## config.mk

```make
export PLATFORM = sky130hd
export DESIGN_NAME = panel_reg_spi
export DESIGN_NICKNAME = d
export VERILOG_FILES = /design/src/rtl/panel_reg_spi.sv
export SDC_FILE = /design/constraint.sdc
export NUM_CORES = 1
export LEC_CHECK = 0
export BUFFER_PORTS_ARGS = -buffer_cell sky130_fd_sc_hd__buf_4
export CAP_MARGIN = 20
export CORE_MARGIN = 5
export CORE_UTILIZATION = 40
export DETAILED_ROUTE_END_ITERATION = 6
export PLACE_DENSITY = 0.58
export SYNTH_ARGS = -nofsm -noshare
export SYNTH_HDL_FRONTEND = slang
export SYNTH_SLANG_ARGS = --single-unit
```

## constraint.sdc

```tcl
create_clock -name clk -period 2.1 [get_ports clk]
set_input_delay 0.315 -clock clk [delete_from_list [all_inputs] [get_ports clk]]
set_output_delay 0.315 -clock clk [all_outputs]
set_load 0.02 [all_outputs]
```

## src/rtl/panel_reg_spi.sv

```systemverilog
module panel_reg_spi #(
  parameter int HALF_DIV = 2,
  parameter logic [5:0] DEV_ID = 6'h1D
) (
  input  logic        clk,
  input  logic        rst_n,
  input  logic        req_valid,
  input  logic [1:0]  req_op,
  input  logic [7:0]  req_reg,
  input  logic [15:0] req_wdata,
  output logic        busy,
  output logic        done,
  output logic [15:0] rdata,
  output logic        cs_n,
  output logic        sclk,
  output logic        mosi,
  input  logic        miso
);
  localparam int CW = $clog2(HALF_DIV + 1);
  localparam int FBITS = 24;

  typedef enum logic [2:0] {S_IDLE, S_SETUP, S_LOW, S_HIGH, S_GAP} st_t;

  st_t         st;
  logic [CW-1:0] cnt;
  logic [23:0] sh, rx;
  logic [4:0]  bitn;
  logic        last;
  logic [1:0]  op_q;
  logic [15:0] wd_q;

  wire tick = (cnt == CW'(HALF_DIV - 1));

  function automatic logic [23:0] frame(input logic [1:0] kind, input logic [15:0] pay);
    return {DEV_ID, kind, pay};
  endfunction

  always_ff @(posedge clk or negedge rst_n) begin
    if (!rst_n) begin
      st <= S_IDLE; cnt <= '0; sh <= '0; rx <= '0; bitn <= '0;
      last <= 1'b0; op_q <= '0; wd_q <= '0;
      busy <= 1'b0; done <= 1'b0; rdata <= '0;
      cs_n <= 1'b1; sclk <= 1'b1; mosi <= 1'b1;
    end else begin
      done <= 1'b0;
      if (st == S_IDLE) begin
        cnt <= '0;
        if (req_valid) begin
          busy <= 1'b1;
          cs_n <= 1'b0;
          op_q <= req_op;
          wd_q <= req_wdata;
          bitn <= '0;
          if (req_op[1]) begin
            sh <= frame(2'b01, 16'h0000);
            last <= 1'b1;
          end else begin
            sh <= frame(2'b00, {8'h00, req_reg});
            last <= 1'b0;
          end
          st <= S_SETUP;
        end
      end else if (!tick) begin
        cnt <= cnt + 1'b1;
      end else begin
        cnt <= '0;
        case (st)
          S_SETUP: begin
            sclk <= 1'b0;
            mosi <= sh[23];
            st <= S_LOW;
          end
          S_LOW: begin
            rx <= {rx[22:0], miso};
            sclk <= 1'b1;
            st <= S_HIGH;
          end
          S_HIGH: begin
            if (bitn == 5'(FBITS - 1)) begin
              cs_n <= 1'b1;
              mosi <= 1'b1;
              st <= S_GAP;
            end else begin
              bitn <= bitn + 1'b1;
              sh <= {sh[22:0], 1'b0};
              sclk <= 1'b0;
              mosi <= sh[22];
              st <= S_LOW;
            end
          end
          S_GAP: begin
            if (last) begin
              done <= 1'b1;
              busy <= 1'b0;
              if (op_q != 2'b00) rdata <= rx[15:0];
              st <= S_IDLE;
            end else begin
              last <= 1'b1;
              cs_n <= 1'b0;
              bitn <= '0;
              sh <= (op_q == 2'b01) ? frame(2'b11, 16'h0000) : frame(2'b10, wd_q);
              st <= S_SETUP;
            end
          end
          default: st <= S_IDLE;
        endcase
      end
    end
  end


  clk_low_inside_frame_chk: assert property (@(posedge clk) disable iff (!rst_n)
    !sclk |-> !cs_n);


  mosi_hold_while_high_chk: assert property (@(posedge clk) disable iff (!rst_n)
    (sclk && $past(sclk) && !cs_n && $past(!cs_n)) |-> $stable(mosi));


  done_ends_busy_chk: assert property (@(posedge clk) disable iff (!rst_n)
    done |-> (!busy && $past(busy)));


  idle_lines_high_chk: assert property (@(posedge clk) disable iff (!rst_n)
    (!busy && !$past(busy)) |-> (cs_n && sclk && mosi));


  rdata_moves_on_done_chk: assert property (@(posedge clk) disable iff (!rst_n)
    !$stable(rdata) |-> done);
endmodule

```

==> run summary, run 1 <==
Global-route wire length before repair -> 13000 um
Drt wl/cell -> 15.2 um
DRC Markers -> 0
Boundary pin count -> 51
Worst setup margin -> 0.148 ns
Worst Setup Start Kind -> flop
RePlAce Congestion -> 0.800
Largest net degree at the start of global routing -> 39
Synth Flop Type -> dfrtp_1
Final Max Slew Viols -> 0
Synth Area per Inst -> 13.5 um2
Synth top area cells -> dfrtp_1 (55%), mux2_2 (12%), mux2_1 (4.0%)
HP Class -> input pin to flop
Fill count -> 908
Unrepaired setup endpoints after global routing -> false
Yosys reg bits -> 90
Post-synthesis cell count -> 295
Initial antenna violation count -> 0
Final setup TNS -> 0 ns
Post-Syn Area -> 3970 um2
Die width -> 110 um
Nets -> 388
Clock Skews -> 0.00732 ns
Die ar. -> 12000 um2
Sequential cell area -> 2260 um2
Tcrit/Tclk final -> 93.0%
Crit-path cells -> ha_1, and4b_1, a22oi_1, o21ai_2, buf_12, mux2_1
# setup viols final -> 0
Row count -> 36
DP Wirelength -> 5120 um
Initial Util -> 40.8%
Critical Path AT -> 2.19 ns
Worst reg2reg path depth -> 6
Die height -> 110 um
Design Area, Final -> 4770 um2
CTS root buf -> clkbuf_8
Port bufs -> 50
H-tree depth -> 3
Post-DP Area -> 4560 um2
Clock slew at reported path FFs -> 0.09 ns
Max cap viols -> 0
Antenna Violating Nets Remaining -> 0
Overall Power -> 3150 uW
Clock Sinks -> 90
Area leader, netlist -> dfrtp_1
Yosys cell types -> 53
Worst slew margin relative to its limit -> 68.7%
Sequential fraction of the synthesis area -> 56.8%
DR pass1 iterations -> 4
FFs w/ async S/R, synth -> 100%
Vias in the first global route -> 2686
Setup crit end kind -> flop
Syn Nets -> 326
Outcome -> finished, final reports clean
Gr usage total -> 14.0%
Power Density -> 660 nW/um2
Routed WL -> 7500 um
WP data required -> 2.34 ns
CP Class -> flop to flop
Fin crit period -> 1.95 ns
Clk Latency, worst-skew pair -> 0.35 ns
Via density -> 5.14
Share of cells above drive strength 1 -> 39.3%
Synth warnings -> 0
Post-synth EDFFs -> 0
Cts repair resizes -> 0
Peak VDD IR -> 0.359 mV
Core area -> 9730 um2
Lkg Pwr -> 0.00226 uW
Slowest-stage cell, CP -> dfrtp_1
Synth-to-layout area growth -> 20.2%
Number of CTS-inserted buffers -> 9
Hold path depth -> 2
CP max stage delay -> 0.42 ns
# diodes -> 0
Routed vias -> 2540
Yosys top cell area share -> 54.8%
CTS tree -> done
GRT Residual Overflow -> 0
Hold Fails Final Rpt -> 0
Drt first-iter violations -> 87
Clk buf depth -> 2
CP max FO -> 29
Tightest Pin Transition -> 0.469 ns
Footprint of the multi-input gates -> 1540 um2
F_max -> 0.512 GHz
Dpl ws -> 0.161 ns
==> state kept, by name, indices dropped and copies added (netlist names) <==
| name | flops |
|---|---|
| done | 1 |
| op_q | 2 |
| cs_n | 1 |
| rx | 16 |
| last | 1 |
| bitn | 5 |
| sclk | 1 |
| sh | 24 |
| mosi | 1 |
| wd_q | 16 |
| rdata | 16 |
| cnt | 2 |
| busy | 1 |
| st | 3 |
==> power breakdown <==
group          internal [uW]  total [uW]  switching, uW  leakage [uW]
registers               1780        1810           27.8       0.00115
logic                   82.2         144           61.6       0.00102
clock network            583        1200            616     0.0000950
==> cells in the mapped netlist, types with 3 or more instances <==
library cell  number
inv_1             16
mux2_1            14
a21oi_1            6
buf_2              3
a22o_1             9
o21ai_0            5
buf_6              4
clkbuf_1           4
dfstp_2            3
nor2_1            11
mux2_4             3
nand2b_1           4
mux2_2            44
nand3_1            4
a211o_1            3
mux2i_1           15
buf_4              5
nand2_1            8
dfrtp_1           87
a222oi_1           7
==> cells by family (layout without fill, tap and decap cells) <==
logic type,Yosys count,count (layout),synth area share [%]
AOI/OAI and AO/OA,49,49,9.99
adders and majority gates,1,1,0.315
muxes,76,76,21.4
buffers and inverters,33,99,4.44
DFF,90,90,56.8
and+or+nand+nor,46,46,7.12
==> critical path: cells and delay by family, from the launching register on <==
kind	cells	cell delay, ns
buf+inv	1	0.20
flops	1	0.42
mux	1	0.32
compound gates	2	0.41
fa+ha+maj	1	0.25
simple gates	1	0.24
==> metrics by stage <==
step,instances,hold WS (ns),utilization (%)
floorplan,295,0.0194,-
global placement,478,0.307,46.9
detailed placement,478,0.307,46.9
CTS,494,0.167,49.1
global route,494,0.156,49.1
finish,494,0.190,49.1
==> routing by layer <==
layer	vias to the layer above	wire length [um]	GRT usage (%)
li1	1185	-	-
met2	54	3620	21.8
met1	1295	3460	18.8
met4	0	86	5.70
met5	-	0	0
met3	6	334	3.58
==> final timing paths <==
path                              start      end  slack, ns
max                             bitn[0]   sh[12]       0.15
min                        req_wdata[8]  wd_q[8]       0.19
max reg2reg                     bitn[0]   sh[12]       0.15
min reg2reg                        cs_n     cs_n       0.48
max in group asynchronous         rst_n     cs_n       0.95
min in group asynchronous         rst_n  wd_q[4]       0.45
==> timing repair <==
item | CTS | global route
endpoints found under the hold margin | 34 | 0
endpoints found under the setup margin | 0 | 0
setup buffers | 0 | 0
hold buffers | 1 | 0
==> layout make-up <==
cell class,count,area share [%]
inverters,16,1.26
clock buffers,10,2.88
well taps,133,3.49
flip-flops and latches,90,47.3
repair buffers,68,11.5
multi-input cells,172,32.3
clock inverters,5,1.31
==> placed cells by master, fill, tap and decap left out, drive strengths merged, types with 3 or more instances in the layout <==
master   n
a211o    3
a21oi    7
a222oi   7
a22o     9
buf     67
clkbuf  10
dfrtp   87
dfstp    3
inv     17
mux2    61
mux2i   15
nand2    8
nand2b   4
nand3    4
nor2    12
nor3     3
o21ai    6
(Power assumes the default switching activity.)
==> run 2: changes to the inputs <==
- RECOVER_POWER: default -> 25
==> run 2 against run 1 <==
Net effect: worst hold slack worse by 0.0027 ns; combinational power down 3%; sequential share of layout area up 0.15 points; global-route usage unchanged; critical path depth unchanged; non-clock buffer count unchanged; utilization down 0.15 points; worst setup slack worse by 0.0016 ns.
==> run summary, run 2 (synthesis gave the netlist of run 1 again) <==
Seq pwr share -> 57.4% (about the same)
Hold buffers post-CTS -> 1 (unchanged)
RePlAce Congestion -> 0.800 (unchanged)
Top reg by flops -> sh
Clk buf depth -> 2 (unchanged)
Die ar. -> 12000 um2 (unchanged)
CTS root buf -> clkbuf_8
Worst Setup SP -> bitn[0]
GRT Residual Overflow -> 0 (unchanged)
Clk Latency, worst-skew pair -> 0.35 ns (about the same)
Routed WL -> 7510 um (+0.15%)
End point of the critical path -> sh[12]
Die width -> 110 um (unchanged)
Via density -> 5.14 (unchanged)
Drt wl/cell -> 15.2 um (+0.15%)
Die height -> 110 um (unchanged)
Post-DP Area -> 4560 um2 (unchanged)
Vias in the first global route -> 2686 (unchanged)
Worst path depth -> 6 (unchanged)
Initial antenna violation count -> 0 (unchanged)
Port bufs -> 50 (unchanged)
Finished Layout Cells -> 494 (unchanged)
Design Area, Final -> 4760 um2 (-0.31%)
H-tree depth -> 3 (unchanged)
Worst slew margin relative to its limit -> 41.9% (-27 points)
Clock power frac -> 38.2% (about the same)
Gr usage total -> 14.0% (unchanged)
Global-route wire length before repair -> 13000 um (unchanged)
Commonest cells after routing, fill and taps aside -> dfrtp_1 (87), buf_4 (63), mux2_2 (44)
Unrepaired setup endpoints after global routing -> false
Core area -> 9730 um2 (unchanged)
Worst setup margin -> 0.146 ns (-0.00157 ns)
Outcome -> finished, final reports clean
DRC Markers -> 0 (unchanged)
Setup crit end kind -> flop
Final setup TNS -> 0 ns (unchanged)
Fin crit period -> 1.95 ns (+0.00157 ns)
DR pass1 iterations -> 4 (unchanged)
DP Wirelength -> 5120 um (unchanged)
Clock Sinks -> 90 (unchanged)
Placed insts -> 478 (unchanged)
Worst Setup Start Kind -> flop
Clock slew at reported path FFs -> 0.09 ns (about the same)
Max FFs per register -> 24 (unchanged)
Peak VDD IR -> 0.359 mV (about the same)
Final Max Slew Viols -> 0 (unchanged)
# diodes -> 0 (unchanged)
Hold path depth -> 2 (unchanged)
Clock Skews -> 0.00810 ns (+0.000773 ns)
NetSw -> 707 uW (+0.20%)
FF-to-FF End -> sh[12]
HP Class -> input pin to flop
Commonest non-fill, non-tap cell in the layout -> dfrtp_1
Slowest-stage cell, CP -> dfrtp_1
F_max -> 0.512 GHz (about the same)
Post-CTS setup buffer count -> 0 (unchanged)
Lkg Pwr -> 0.00226 uW (-0.24%)
Tightest Pin Transition -> 0.872 ns (+0.403 ns)
Crit-path cells -> ha_1, and4b_1, a22oi_1, o21ai_2, buf_12, mux2_1
Antenna Violating Nets Remaining -> 0 (unchanged)
Number of CTS-inserted buffers -> 9 (unchanged)
R2R Setup Slk -> 0.15 ns (about the same)
Largest net degree at the start of global routing -> 39 (unchanged)
Power Density -> 661 nW/um2 (+0.25%)
Synth-to-layout area growth -> 19.8%
Internal -> 2440 uW (-0.14%)
CP max FO -> 29 (unchanged)
Delay-heaviest family, CP -> flip-flops
Max cap viols -> 0 (unchanged)
Critical Path AT -> 2.19 ns (about the same)
# setup viols final -> 0 (unchanged)
Boundary pin count -> 51 (unchanged)
WP data required -> 2.34 ns (about the same)
Cts repair resizes -> 0 (unchanged)
Row count -> 36 (unchanged)
Comb power frac -> 4.5% (about the same)
Crit Reg-Reg Startpoint -> bitn[0]
CP max stage delay -> 0.42 ns (about the same)
Share of cells above drive strength 1 -> 39.3% (unchanged)
Nets -> 388 (unchanged)
Routed vias -> 2540 (unchanged)
Initial Util -> 40.8% (unchanged)
Worst reg2reg path depth -> 6 (unchanged)
Drt first-iter violations -> 90 (+3.4%)
Tcrit/Tclk final -> 93.0% (about the same)
Crit path buf inv count -> 1 (unchanged)
CTS tree -> done
Hold Fails Final Rpt -> 0 (unchanged)
Switching Share -> 22.5% (+0.059 points)
CP Class -> flop to flop
Dpl ws -> 0.161 ns (unchanged)
[run 2: changes by cell type in the layout (fill, tap and decap cells not counted), sizes merged]
cell / delta
clkbuf: +2
buf: -2
[run 2: worst min path at each step]
stage,start,end
after floorplan,rst_n,bitn[0]
after global placement,rst_n,wd_q[2]
after detailed placement,rst_n,wd_q[4]
after CTS,req_wdata[8],wd_q[8]
after global routing,req_wdata[8],wd_q[8]
final,req_wdata[8],wd_q[8]
[run 2: power groups by stage]
stage	Clock [uW]	Sequential, uW	Combinational [uW]
floorplan	0	1830	55.2
global placement	0	1840	144
detailed placement	0	1840	148
CTS	1250	1810	150
global route	1320	1810	162
finish	1200	1810	140
[run 2: routing by layer]
layer	vias to the layer above	track usage [%]	wire length (um)
met2	56	21.8	3600
met3	7	3.58	351
met5	-	0	0
li1	1185	-	-
met1	1292	18.8	3460
met4	0	5.70	94
[run 2: stage by stage]
step	hold WS, ns	power, uW	util (%)
after floorplan	0.0194	1890	-
after global placement	0.307	1980	46.9
after detailed placement	0.307	1990	46.9
after CTS	0.167	3200	49.1
after global routing	0.156	3290	48.9
final	0.188	3150	48.9
[run 2: layout make-up]
type	instances	area, um2
Fill cell	911	4970
Sequential cell	90	2260
Multi-Input combinational cell	172	1540
Timing Repair Buffer	68	536
Tap cell	133	166
Clock buffer	10	138
Clock inverter	5	62.6
Inverter	16	60.1
[run 2: worst reg2reg max path, delay by kind of cell, from the launching register on]
family | cells | cell delay (ns)
flip-flops | 1 | 0.42
AO/OA/AOI/OAI | 2 | 0.41
multiplexers | 1 | 0.33
adder cells (fa/ha/maj) | 1 | 0.25
AND/OR/NAND/NOR | 1 | 0.24
buffers and inverters | 1 | 0.20
==> run 3: changes to the inputs <==
- CORE_MARGIN: 5 -> 4
- REMOVE_ABC_BUFFERS: default -> 1
==> run 3 against run 2 <==
Net effect: combinational power barely moved; worst hold slack got worse by 0.0028 ns; global-route usage is 0.066 points lower; power up 7.5%; worst setup slack got worse by 0.012 ns; final area is 2.2% higher; sequential cell count unchanged; sequential power barely moved.
==> run summary, run 3 (synthesis gave the netlist of run 1 again) <==
Outcome -> finished, final reports clean
Routed WL -> 7350 um (-2.2%)
Worst Setup Start Kind -> flop
Drt wl/cell -> 14.8 um (-2.8%)
Fin crit period -> 1.97 ns (+0.0118 ns)
Commonest non-fill, non-tap cell in the layout -> dfrtp_1
DRC Markers -> 0 (unchanged)
Worst slew margin relative to its limit -> 45.4% (+3.6 points)
WP data required -> 2.33 ns (about the same)
Max FFs per register -> 24 (unchanged)
Tcrit/Tclk final -> 93.6% (+0.56 points)
Unrepaired setup endpoints after global routing -> false
Die height -> 108 um (-1.8%)
Clock Skews -> 0.0164 ns (+0.00826 ns)
CP max FO -> 29 (unchanged)
DR pass1 iterations -> 5 (+1)
Row count -> 36 (unchanged)
Fill count -> 904 (-0.77%)
Worst Setup SP -> st[0]
GRT Residual Overflow -> 0 (unchanged)
Drt first-iter violations -> 134 (+49%)
H-tree depth -> 3 (unchanged)
Commonest cells after routing, fill and taps aside -> dfrtp_1 (87), buf_4 (61), mux2_2 (44)
Overall Power -> 3380 uW (+7.5%)
Synth-to-layout area growth -> 22.4%
F_max -> 0.509 GHz (-0.60%)
Via density -> 5.08 (-1.2%)
RePlAce Congestion -> 0.765 (-4.4%)
Clk Latency, worst-skew pair -> 0.36 ns (about the same)
Finished Layout Cells -> 497 (+0.61%)
FF-to-FF End -> sh[12]
End point of the critical path -> sh[12]
Peak VDD IR -> 0.321 mV (-11%)
Tightest Pin Transition -> 0.818 ns (-0.0538 ns)
Die width -> 108 um (-1.8%)
R2R Setup Slk -> 0.13 ns (about the same)
Worst reg2reg path depth -> 6 (unchanged)
Placed insts -> 480 (+0.42%)
# diodes -> 0 (unchanged)
DP Wirelength -> 4920 um (-3.9%)
Initial Util -> 40.8% (unchanged)
Largest net degree at the start of global routing -> 44 (+13%)
Routed vias -> 2525 (-0.59%)
CTS tree -> done
# setup viols final -> 0 (unchanged)
Number of CTS-inserted buffers -> 9 (unchanged)
Dpl ws -> 0.128 ns (-0.0332 ns)
Critical Path AT -> 2.20 ns (about the same)
Global-route wire length before repair -> 12800 um (-1.4%)
Clock Sinks -> 90 (unchanged)
Max cap viols -> 0 (unchanged)
Nets -> 390 (+0.52%)
HP Class -> input pin to flop
CTS root buf -> clkbuf_8
Initial antenna violation count -> 0 (unchanged)
Antenna Violating Nets Remaining -> 0 (unchanged)
Die ar. -> 11600 um2 (-3.6%)
Gr usage total -> 14.0% (-0.066 points)
Clk buf depth -> 2 (unchanged)
Hold Fails Final Rpt -> 0 (unchanged)
Core area -> 9730 um2 (unchanged)
Boundary pin count -> 51 (unchanged)
Final Max Slew Viols -> 0 (unchanged)
Lkg Pwr -> 0.00230 uW (+2.1%)
Crit Reg-Reg Startpoint -> st[0]
Vias in the first global route -> 2652 (-1.3%)
Util after Layout -> 50.0% (+1.1 points)
Share of cells above drive strength 1 -> 40.1% (+0.77 points)
Power Density -> 696 nW/um2 (+5.3%)
Setup crit end kind -> flop
Clock slew at reported path FFs -> 0.09 ns (about the same)
Port bufs -> 50 (unchanged)
CP Class -> flop to flop
Worst setup margin -> 0.135 ns (-0.0118 ns)
Top reg by flops -> sh
## run 3: critical path, stage by stage, from the launching register on
cell and delay [ns]:
dfrtp_1 0.48, buf_4 0.19, nor3b_2 0.31, a22oi_2 0.17
o21ai_2 0.11, buf_12 0.23, mux2_1 0.34
## run 3: how the worst min path moves through the flow
stage | from | endpoint | slack (ns) | depth (start not counted)
final | miso | rx[0] | 0.18 | 2
after global placement | rst_n | rdata[14] | 0.29 | 1
after global routing | req_wdata[9] | wd_q[9] | 0.17 | 2
after floorplan | rst_n | bitn[0] | 0.02 | 0
after CTS | req_wdata[0] | wd_q[0] | 0.16 | 2
after detailed placement | rst_n | rdata[14] | 0.29 | 1
## run 3: area by class of cell
| cell class | count | area [um2] | area share [%] |
|---|---|---|---|
| Timing Repair Buffer | 70 | 586 | 12.0 |
| Multi-Input combinational cell | 172 | 1550 | 31.8 |
| Clock inverter | 7 | 124 | 2.55 |
| Clock buffer | 9 | 124 | 2.55 |
| Sequential cell | 90 | 2260 | 46.4 |
| Tap cell | 133 | 166 | 3.42 |
| Inverter | 16 | 60.1 | 1.24 |
## run 3: per-stage QoR
stage          hold WS, ns  instance area, um2  TNS [ns]
3_3_place_gp         0.290                4620         0
2_1_floorplan       0.0194                3860    -13.05
4_1_cts              0.165                4870         0
6_report             0.185                4860         0
5_1_grt              0.166                4860         0
3_5_place_dp         0.294                4620         0
## run 3: routing by layer
metal,track usage (%),up-vias,routed length [um]
li1,-,1197,-
met1,19.0,1280,3490
met2,21.6,37,3500
met3,2.40,11,232
met4,6.76,0,119
met5,0,-,0
## run 3: repair_timing
| action | in CTS | in global routing |
|---|---|---|
| hold buffers | 1 | 0 |
| endpoints found under the setup margin | 0 | 3 |
| hold endpoints to repair | 32 | 0 |
| gates resized for setup | 0 | 1 |
| buffers inserted | 0 | 0 |
## run 3: power by group
group          internal, uW  leakage (uW)  switching [uW]  total [uW]
combinational          78.2       0.00103            60.7         139
clock                   801      0.000120             639        1440
sequential             1780       0.00115            26.5        1800
total                  2660       0.00230             726        3380
